$ cat src/rtl/lock_guard.sv
module lock_guard #(
  parameter bit TOP_BOOT = 1'b1,
  parameter int NPARAM   = 8,
  parameter int NMAIN    = 15,
  parameter int MAIN_W   = 15
) (
  input  logic                                    clk,
  input  logic                                    rst_n,
  input  logic                                    wp_n,
  input  logic                                    prog_en,
  input  logic                                    req_valid,
  input  logic [1:0]                              req_op,
  input  logic [MAIN_W+$clog2(NMAIN+1)-1:0]       req_addr,
  input  logic [MAIN_W+$clog2(NMAIN+1)-1:0]       chk_addr,
  output logic [$clog2(NPARAM+NMAIN)-1:0]         chk_blk,
  output logic                                    chk_allow,
  output logic                                    chk_prot_err,
  input  logic [$clog2(NPARAM+NMAIN)-1:0]         stat_idx,
  output logic [1:0]                              stat_lock
);
  localparam int NBLK   = NPARAM + NMAIN;
  localparam int IDX_W  = $clog2(NBLK);
  localparam int HI_W   = $clog2(NMAIN + 1);
  localparam int SL_W   = $clog2(NPARAM);
  localparam int ADDR_W = MAIN_W + HI_W;

  logic [NBLK-1:0]  lock_q, ld_q, eff_lock;
  logic [IDX_W-1:0] req_blk;

  function automatic logic [IDX_W-1:0] blk_of(input logic [ADDR_W-1:0] a);
    logic [HI_W-1:0] hi;
    logic [SL_W-1:0] sl;
    hi = a[ADDR_W-1 -: HI_W];
    sl = a[MAIN_W-1 -: SL_W];
    if (TOP_BOOT)
      return (hi == HI_W'(NMAIN)) ? IDX_W'(NMAIN) + IDX_W'(sl) : IDX_W'(hi);
    else
      return (hi == '0) ? IDX_W'(sl) : IDX_W'(NPARAM - 1) + IDX_W'(hi);
  endfunction

  assign req_blk  = blk_of(req_addr);
  assign chk_blk  = blk_of(chk_addr);
  assign eff_lock = lock_q | (ld_q & {NBLK{~wp_n}});

  assign chk_prot_err = eff_lock[chk_blk];
  assign chk_allow    = prog_en & ~chk_prot_err;
  assign stat_lock    = (32'(stat_idx) < NBLK) ? {ld_q[stat_idx], eff_lock[stat_idx]} : 2'b00;

  always_ff @(posedge clk or negedge rst_n) begin
    if (!rst_n) begin
      lock_q <= '1;
      ld_q   <= '0;
    end else begin
      if (!wp_n) lock_q <= lock_q | ld_q;
      if (req_valid) begin
        case (req_op)
          2'b01: if (wp_n || !ld_q[req_blk]) lock_q[req_blk] <= 1'b1;
          2'b10: if (wp_n || !ld_q[req_blk]) lock_q[req_blk] <= 1'b0;
          2'b11: begin
            lock_q[req_blk] <= 1'b1;
            ld_q[req_blk]   <= 1'b1;
          end
          default: ;
        endcase
      end
    end
  end
endmodule

$ cat config.mk
export PLATFORM = sky130hd
export DESIGN_NAME = lock_guard
export DESIGN_NICKNAME = d
export VERILOG_FILES = /design/src/rtl/lock_guard.sv
export SDC_FILE = /design/constraint.sdc
export NUM_CORES = 1
export LEC_CHECK = 0
export ABC_AREA = 1
export BUFFER_PORTS_ARGS = -buffer_cell sky130_fd_sc_hd__clkbuf_2
export CAP_MARGIN = 20
export CORE_ASPECT_RATIO = 0.75
export CORE_MARGIN = 1
export CORE_UTILIZATION = 25
export DETAILED_ROUTE_END_ITERATION = 8
export PLACE_DENSITY = 0.41
export SKIP_LAST_GASP = 1
export SLEW_MARGIN = 20
export SYNTH_ARGS = -nofsm -noshare
export SYNTH_HDL_FRONTEND = slang
export SYNTH_SLANG_ARGS = --single-unit
$ cat constraint.sdc
create_clock -name clk -period 3 [get_ports clk]
set_input_delay 0.6 -clock clk [delete_from_list [all_inputs] [get_ports clk]]
set_output_delay 0.6 -clock clk [all_outputs]
set_load 0.01 [all_outputs]
==> results of run 1 <==
==> state kept, by name, summed over array words and instances (netlist names) <==
| register | flops |
|---|---|
| ld_q | 23 |
| lock_q | 23 |
==> metal layers <==
layer  up-vias  track usage, %  part of all wire (%)
met1      2145            28.3                    52
met5         -               0                     0
met3        18            4.02                   6.2
met2       137            27.1                    40
li1       2217               -                     -
met4         0            4.47                   1.6
==> power breakdown <==
part / switching (mW) / internal [mW]
Sequential: 0.0125 / 0.681
Clock: 0.257 / 0.312
Combinational: 0.334 / 0.190
==> area by class of cell <==
cell class	instances	area (um2)	area share [%]
multi-input combinational	479	2340	47.2
sequential	46	1180	23.8
timing repair buffer	87	626	12.6
clock buffer	8	136	2.76
tap	205	256	5.18
inverter	107	413	8.35
==> layout by cell type, fill, tap and decap left out, types with 2 or more instances in the layout <==
cell type / n
o2111ai_1: 3
clkbuf_2: 32
o21bai_1: 6
clkbuf_1: 3
nor3_1: 2
nor2_2: 2
clkbuf_16: 5
buf_12: 4
nand2_1: 213
o221ai_1: 9
buf_6: 2
clkinvlp_4: 3
nor2_1: 39
inv_1: 101
nand3_1: 53
ha_1: 4
dfstp_2: 23
o21ai_0: 44
inv_2: 2
dfrtp_1: 23
buf_4: 47
a21oi_2: 2
nand2_2: 27
o21ai_1: 3
o21ai_4: 2
nand2_4: 3
o211ai_1: 3
buf_2: 2
a21oi_1: 53
==> timing repair <==
item	in CTS	in global routing
endpoints found under the setup margin	0	3
resized for setup	0	16
buffers inserted	0	5
hold buffers	0	0
==> synth_stat cells <==
cell type and n:
nand2_1 214, inv_1 102, a21oi_1 54, nand3_1 53, o21ai_0 46, nor2_1 40, nand2_2 26, dfrtp_1 23
dfstp_2 23, clkbuf_1 16, o221ai_1 9, o21bai_1 6, clkinv_1 4, ha_1 4, nand2_4 3, o2111ai_1 3
o211ai_1 3, o21ai_1 3, buf_2 2, buf_6 2, buf_8 2, nor3_1 2, a21boi_0 1, a21boi_2 1
a21oi_2 1, a221oi_1 1, inv_2 1, nand3_2 1, nand3_4 1, nand4_1 1, nor2_2 1, nor2_4 1
nor2_8 1, o21ai_2 1, o311ai_0 1, or2_4 1
==> final timing paths <==
kind	to	cells past startpoint
worst max register to register	lock_q[8]$_DFF_PN1_	15
min in group clk	ld_q[8]$_DFFE_PN0P_	2
max in group asynchronous	lock_q[13]$_DFF_PN1_	2
worst min register to register	ld_q[8]$_DFFE_PN0P_	2
worst max-delay path	chk_allow	13
worst min-delay path	ld_q[18]$_DFFE_PN0P_	1
==> critical path: stages <==
cell and delay, ps:
clkbuf_2 110, nand4_1 220, inv_2 130, nand2_1 70, nand2_2 100, clkinvlp_4 160, buf_6 160, o21ai_0 190
nand2_1 90, o311ai_2 90, nand2_1 150, nor2_1 100, buf_2 130
==> cells by family after synthesis <==
logic type               Yosys count
adder cells (fa/ha/maj)            4
buffers and inverters            129
AO/OA/AOI/OAI                    130
AND/OR/NAND/NOR                  345
flip-flops                        46
==> impl_metrics.json, run 1 <==
{
  "yosysSeqAreaShare_pct": 29.5,
  "cp_max_fo": 5,
  "syn_area_per_cell_um2": 6.12,
  "die_x_um": 148,
  "power_density_nw_per_um2": 361,
  "synth-compound-area-share_pct": 18.5,
  "num_rows": 39,
  "cts-root-buf": "clkbuf_16",
  "layout.cells.non_filler": 932,
  "yosysUniqueCellTypes": 36,
  "reg2reg_from": "ld_q[5]$_DFFE_PN0P_",
  "place_area_um2": 4730,
  "leakagePower_nw": 2.59,
  "r2r_setup_slack_ps": 1380,
  "report.final.slew_viol_count": 0,
  "cts.clk_slew.worst_paths_ps": 60,
  "cp.required_ps": 2400,
  "insertedDiodeCount": 0,
  "grt_pass1_vias": 4351,
  "vias": 4517,
  "grt.total_usage_pct": 18.9,
  "cts_tree": "yes",
  "critPathCaptureType": "output port",
  "holdWs_ps": 328,
  "muxShareOfSynthArea_pct": 0,
  "gr-total-overflow": 0,
  "setup_viol": 0,
  "maxCapViolCount": 0,
  "ant_nets": 0,
  "clock_path_buffers": 2,
  "synthCells": 654,
  "dr.first_iter.drc_count": 238,
  "synth_top_area_share_pct": 20.1,
  "max_freq_ghz": 0.345,
  "initial_core_util_pct": 25.9,
  "via_per_inst": 4.85,
  "yosys_warnings": 0,
  "io_pins": 59,
  "ir_drop_mv": 0.203,
  "fin_ws_ps": 103,
  "synth-xor-area-share_pct": 0,
  "startpoint_type": "input port",
  "wl_per_cell_um": 16.2,
  "fin_util_pct": 32.1,
  "grt_max_degree": 47,
  "fin_nets": 780,
  "grt_setup_unrepaired": "true",
  "relSlewSlack_pct": 44.2,
  "drc_errors": 0,
  "cts_buffers": 5,
  "hold_viol_final": 0,
  "yosys-top-cells-area": "nand2_1, dfstp_2, dfrtp_1",
  "total_power_mw": 1.79,
  "fin_crit_ps": 2900,
  "nFillCells": 1740,
  "crit_type": "input port to output port",
  "syn_nets": 708,
  "period_share_pct": 96.6,
  "worstSkewPairLatency_ps": 290,
  "core_area_um2": 15400,
  "yosys.area_share.simple_pct": 37.6,
  "tightest_slew_ps": 835,
  "fin_skew_ps": 5.80,
  "antenna_found_initial": 0,
  "hpwl_um": 11500,
  "globalplace.congestion": 0.862,
  "synth_top_family_by_area": "simple AND/OR/NAND/NOR gates",
  "grt_pass1_wl_um": 24000,
  "drt_pass1_iterations": 5,
  "h-tree-depth": 2,
  "arrival_ps": 2300,
  "die_height_um": 112,
  "layout-drive-gt1-share_pct": 22.6,
  "pre_cts_ws_ps": 79.1,
  "dieArea_um2": 16500,
  "synth_fa_ha_area_share_pct": 1.25,
  "port_buffers": 34,
  "setup_tns_ps": 0,
  "ys_ff_latch": 46,
  "synth_top_cell_by_area": "nand2_1",
  "clock_sinks": 46,
  "syn_to_final_growth_pct": 23.6,
  "final_design_area_no_fill_um2": 4950,
  "startpoint": "chk_addr[15]",
  "hp-class": "input port to asynchronous set/reset pin",
  "dp_cells": 919,
  "outcome": "complete, no violations",
  "synth_area_um2": 4000,
  "wl_um": 15100
}
Note: power is estimated with default switching activity, not from simulation.
==> run 2: changes to the inputs <==
==> constraint.sdc (replaced) <==
create_clock -name clk -period 3 [get_ports clk]
set_input_delay 0.6 -clock clk [delete_from_list [all_inputs] [get_ports clk]]
set_output_delay 0.6 -clock clk [all_outputs]
set_load 0.005 [all_outputs]
==> impl_metrics.json, run 2 (synthesized netlist as in run 1, its figures left out) <==
{
  "cts_tree": "yes",
  "gr-total-overflow": 0,
  "period_share_pct": 95.7,
  "power_density_nw_per_um2": 368,
  "io_pins": 59,
  "wl_per_cell_um": 16.2,
  "die_x_um": 148,
  "final_common_cell": "nand2_1",
  "grt.total_usage_pct": 18.9,
  "rr_endpoint": "lock_q[22]$_DFF_PN1_",
  "cts_buffers": 5,
  "cp-endpoint": "chk_allow",
  "clkPwrFrac_pct": 32.9,
  "die_height_um": 112,
  "final_design_area_no_fill_um2": 4860,
  "grt_setup_unrepaired": "false",
  "swShare_pct": 33.2,
  "drc_errors": 0,
  "startpoint_type": "input port",
  "cpPeakStageDelay_ps": 290,
  "cts.clk_slew.worst_paths_ps": 70,
  "clock_path_buffers": 2,
  "largestRegisters": "ld_q (23), lock_q (23)",
  "reg2reg_depth": 15,
  "cp_max_fo": 8,
  "seq_power_share_pct": 38.7,
  "arrival_ps": 2270,
  "drt_pass1_iterations": 4,
  "insertedDiodeCount": 0,
  "cpMaxStageDelayCell": "o21ai_2",
  "pre_cts_ws_ps": 27.3,
  "reg2reg_from": "ld_q[22]$_DFFE_PN0P_",
  "core_area_um2": 15400,
  "num_rows": 39,
  "startpoint": "chk_addr[15]",
  "globalplace.congestion": 0.852,
  "grt_max_degree": 47,
  "crit_top_cell": "nand2_1",
  "via_per_inst": 4.77,
  "layout-drive-gt1-share_pct": 21.6,
  "p_int_mw": 1.19,
  "setup_tns_ps": 0,
  "syn_to_final_growth_pct": 21.5,
  "cp.required_ps": 2400,
  "tightest_slew_ps": 876,
  "max_freq_ghz": 0.348,
  "h-tree-depth": 2,
  "ir_drop_mv": 0.207,
  "worstSkewPairLatency_ps": 300,
  "crit_chain": "clkbuf_2 > nand4_1 > o21ai_2 > clkinvlp_4 > nand2_1 > nand3_1 > nand3_1 > nand2_1 > o21ai_1 > o21ai_1 > nand2_1 > nor2_1 > clkbuf_2",
  "report.final.slew_viol_count": 0,
  "fin_crit_ps": 2870,
  "clock_sinks": 46,
  "layout_common_cells": "nand2_1, inv_1, a21oi_1",
  "wl_um": 15000,
  "hold_viol_final": 0,
  "crit_type": "input port to output port",
  "relSlewSlack_pct": 41.5,
  "initial_core_util_pct": 25.9,
  "antenna_found_initial": 0,
  "dieArea_um2": 16500,
  "ctsHoldBuffers": 0,
  "cts-root-buf": "clkbuf_16",
  "setup_viol": 0,
  "p_comb_share_pct": 28.4,
  "vias": 4420,
  "fin_ws_ps": 129,
  "maxCapViolCount": 0,
  "r2r_setup_slack_ps": 1310,
  "grt_pass1_wl_um": 23800,
  "dr.first_iter.drc_count": 265,
  "p_sw_mw": 0.594,
  "ant_nets": 0,
  "critPathCaptureType": "output port",
  "port_buffers": 34,
  "fin_skew_ps": 6.71,
  "fin_nets": 774,
  "hp-class": "input port to asynchronous set/reset pin",
  "outcome": "complete, no violations",
  "hpwl_um": 11200,
  "place_area_um2": 4690,
  "grt_pass1_vias": 4150,
  "leakagePower_nw": 2.57
}
[run 2: cell types whose count changed in the layout (fill, tap and decap cells not counted), sizes merged]
cell      change
clkinvlp      -2
clkinv        +1
buf           -8
clkbuf        +2
inv           +1
[run 2: how the worst min path moves through the flow]
stage,start,end,slack (ps),depth (start not counted)
after floorplan,rst_n,ld_q[0]$_DFFE_PN0P_,300,0
after global placement,ld_q[19]$_DFFE_PN0P_,ld_q[19]$_DFFE_PN0P_,490,2
after detailed placement,ld_q[16]$_DFFE_PN0P_,ld_q[16]$_DFFE_PN0P_,500,2
after CTS,rst_n,lock_q[18]$_DFF_PN1_,250,1
after global routing,rst_n,lock_q[18]$_DFF_PN1_,240,1
final,rst_n,lock_q[18]$_DFF_PN1_,250,1
[run 2: critical path, delay by kind of cell]
family	cells	cell delay, ps
and+or+nand+nor	7	710
AOI/OAI and AO/OA	3	500
buffers and inverters	3	470
[run 2: power groups by stage]
stage / clock (mW) / combinational [mW] / sequential [mW]
6_report: 0.589 / 0.508 / 0.692
2_1_floorplan: 0 / 0.295 / 0.698
4_1_cts: 0.605 / 0.503 / 0.692
3_5_place_dp: 0 / 0.501 / 0.703
3_3_place_gp: 0 / 0.492 / 0.703
5_1_grt: 0.632 / 0.571 / 0.695
[run 2: repair_timing]
action	CTS	global route
endpoints found under the hold margin	0	0
setup buffers	0	2
gates resized for setup	0	11
endpoints found under the setup margin	0	2
[run 2: routing by layer]
| layer | GRT usage, % | routed length, um |
|---|---|---|
| met1 | 29.0 | 7900 |
| met2 | 27.4 | 6090 |
| met3 | 3.24 | 822 |
| met4 | 3.64 | 147 |
| met5 | 0 | 0 |
[run 2: layout make-up]
cell class	count	area, um2
fillers	1742	10600
multi-input cells	479	2320
flip-flops and latches	46	1180
repair buffers	81	556
inverters	107	405
well taps	205	256
clock buffers	8	146
[run 2: through the flow]
step                      power [mW]  hold slack [ps]  std cells  util (%)
after CTS                       1.80              248        925      31.4
after global placement          1.20              495        917      30.4
after floorplan                0.994              304        654         -
after detailed placement        1.20              503        917      30.4
final                           1.79              252        926      31.5
after global routing            1.90              243        926      31.5
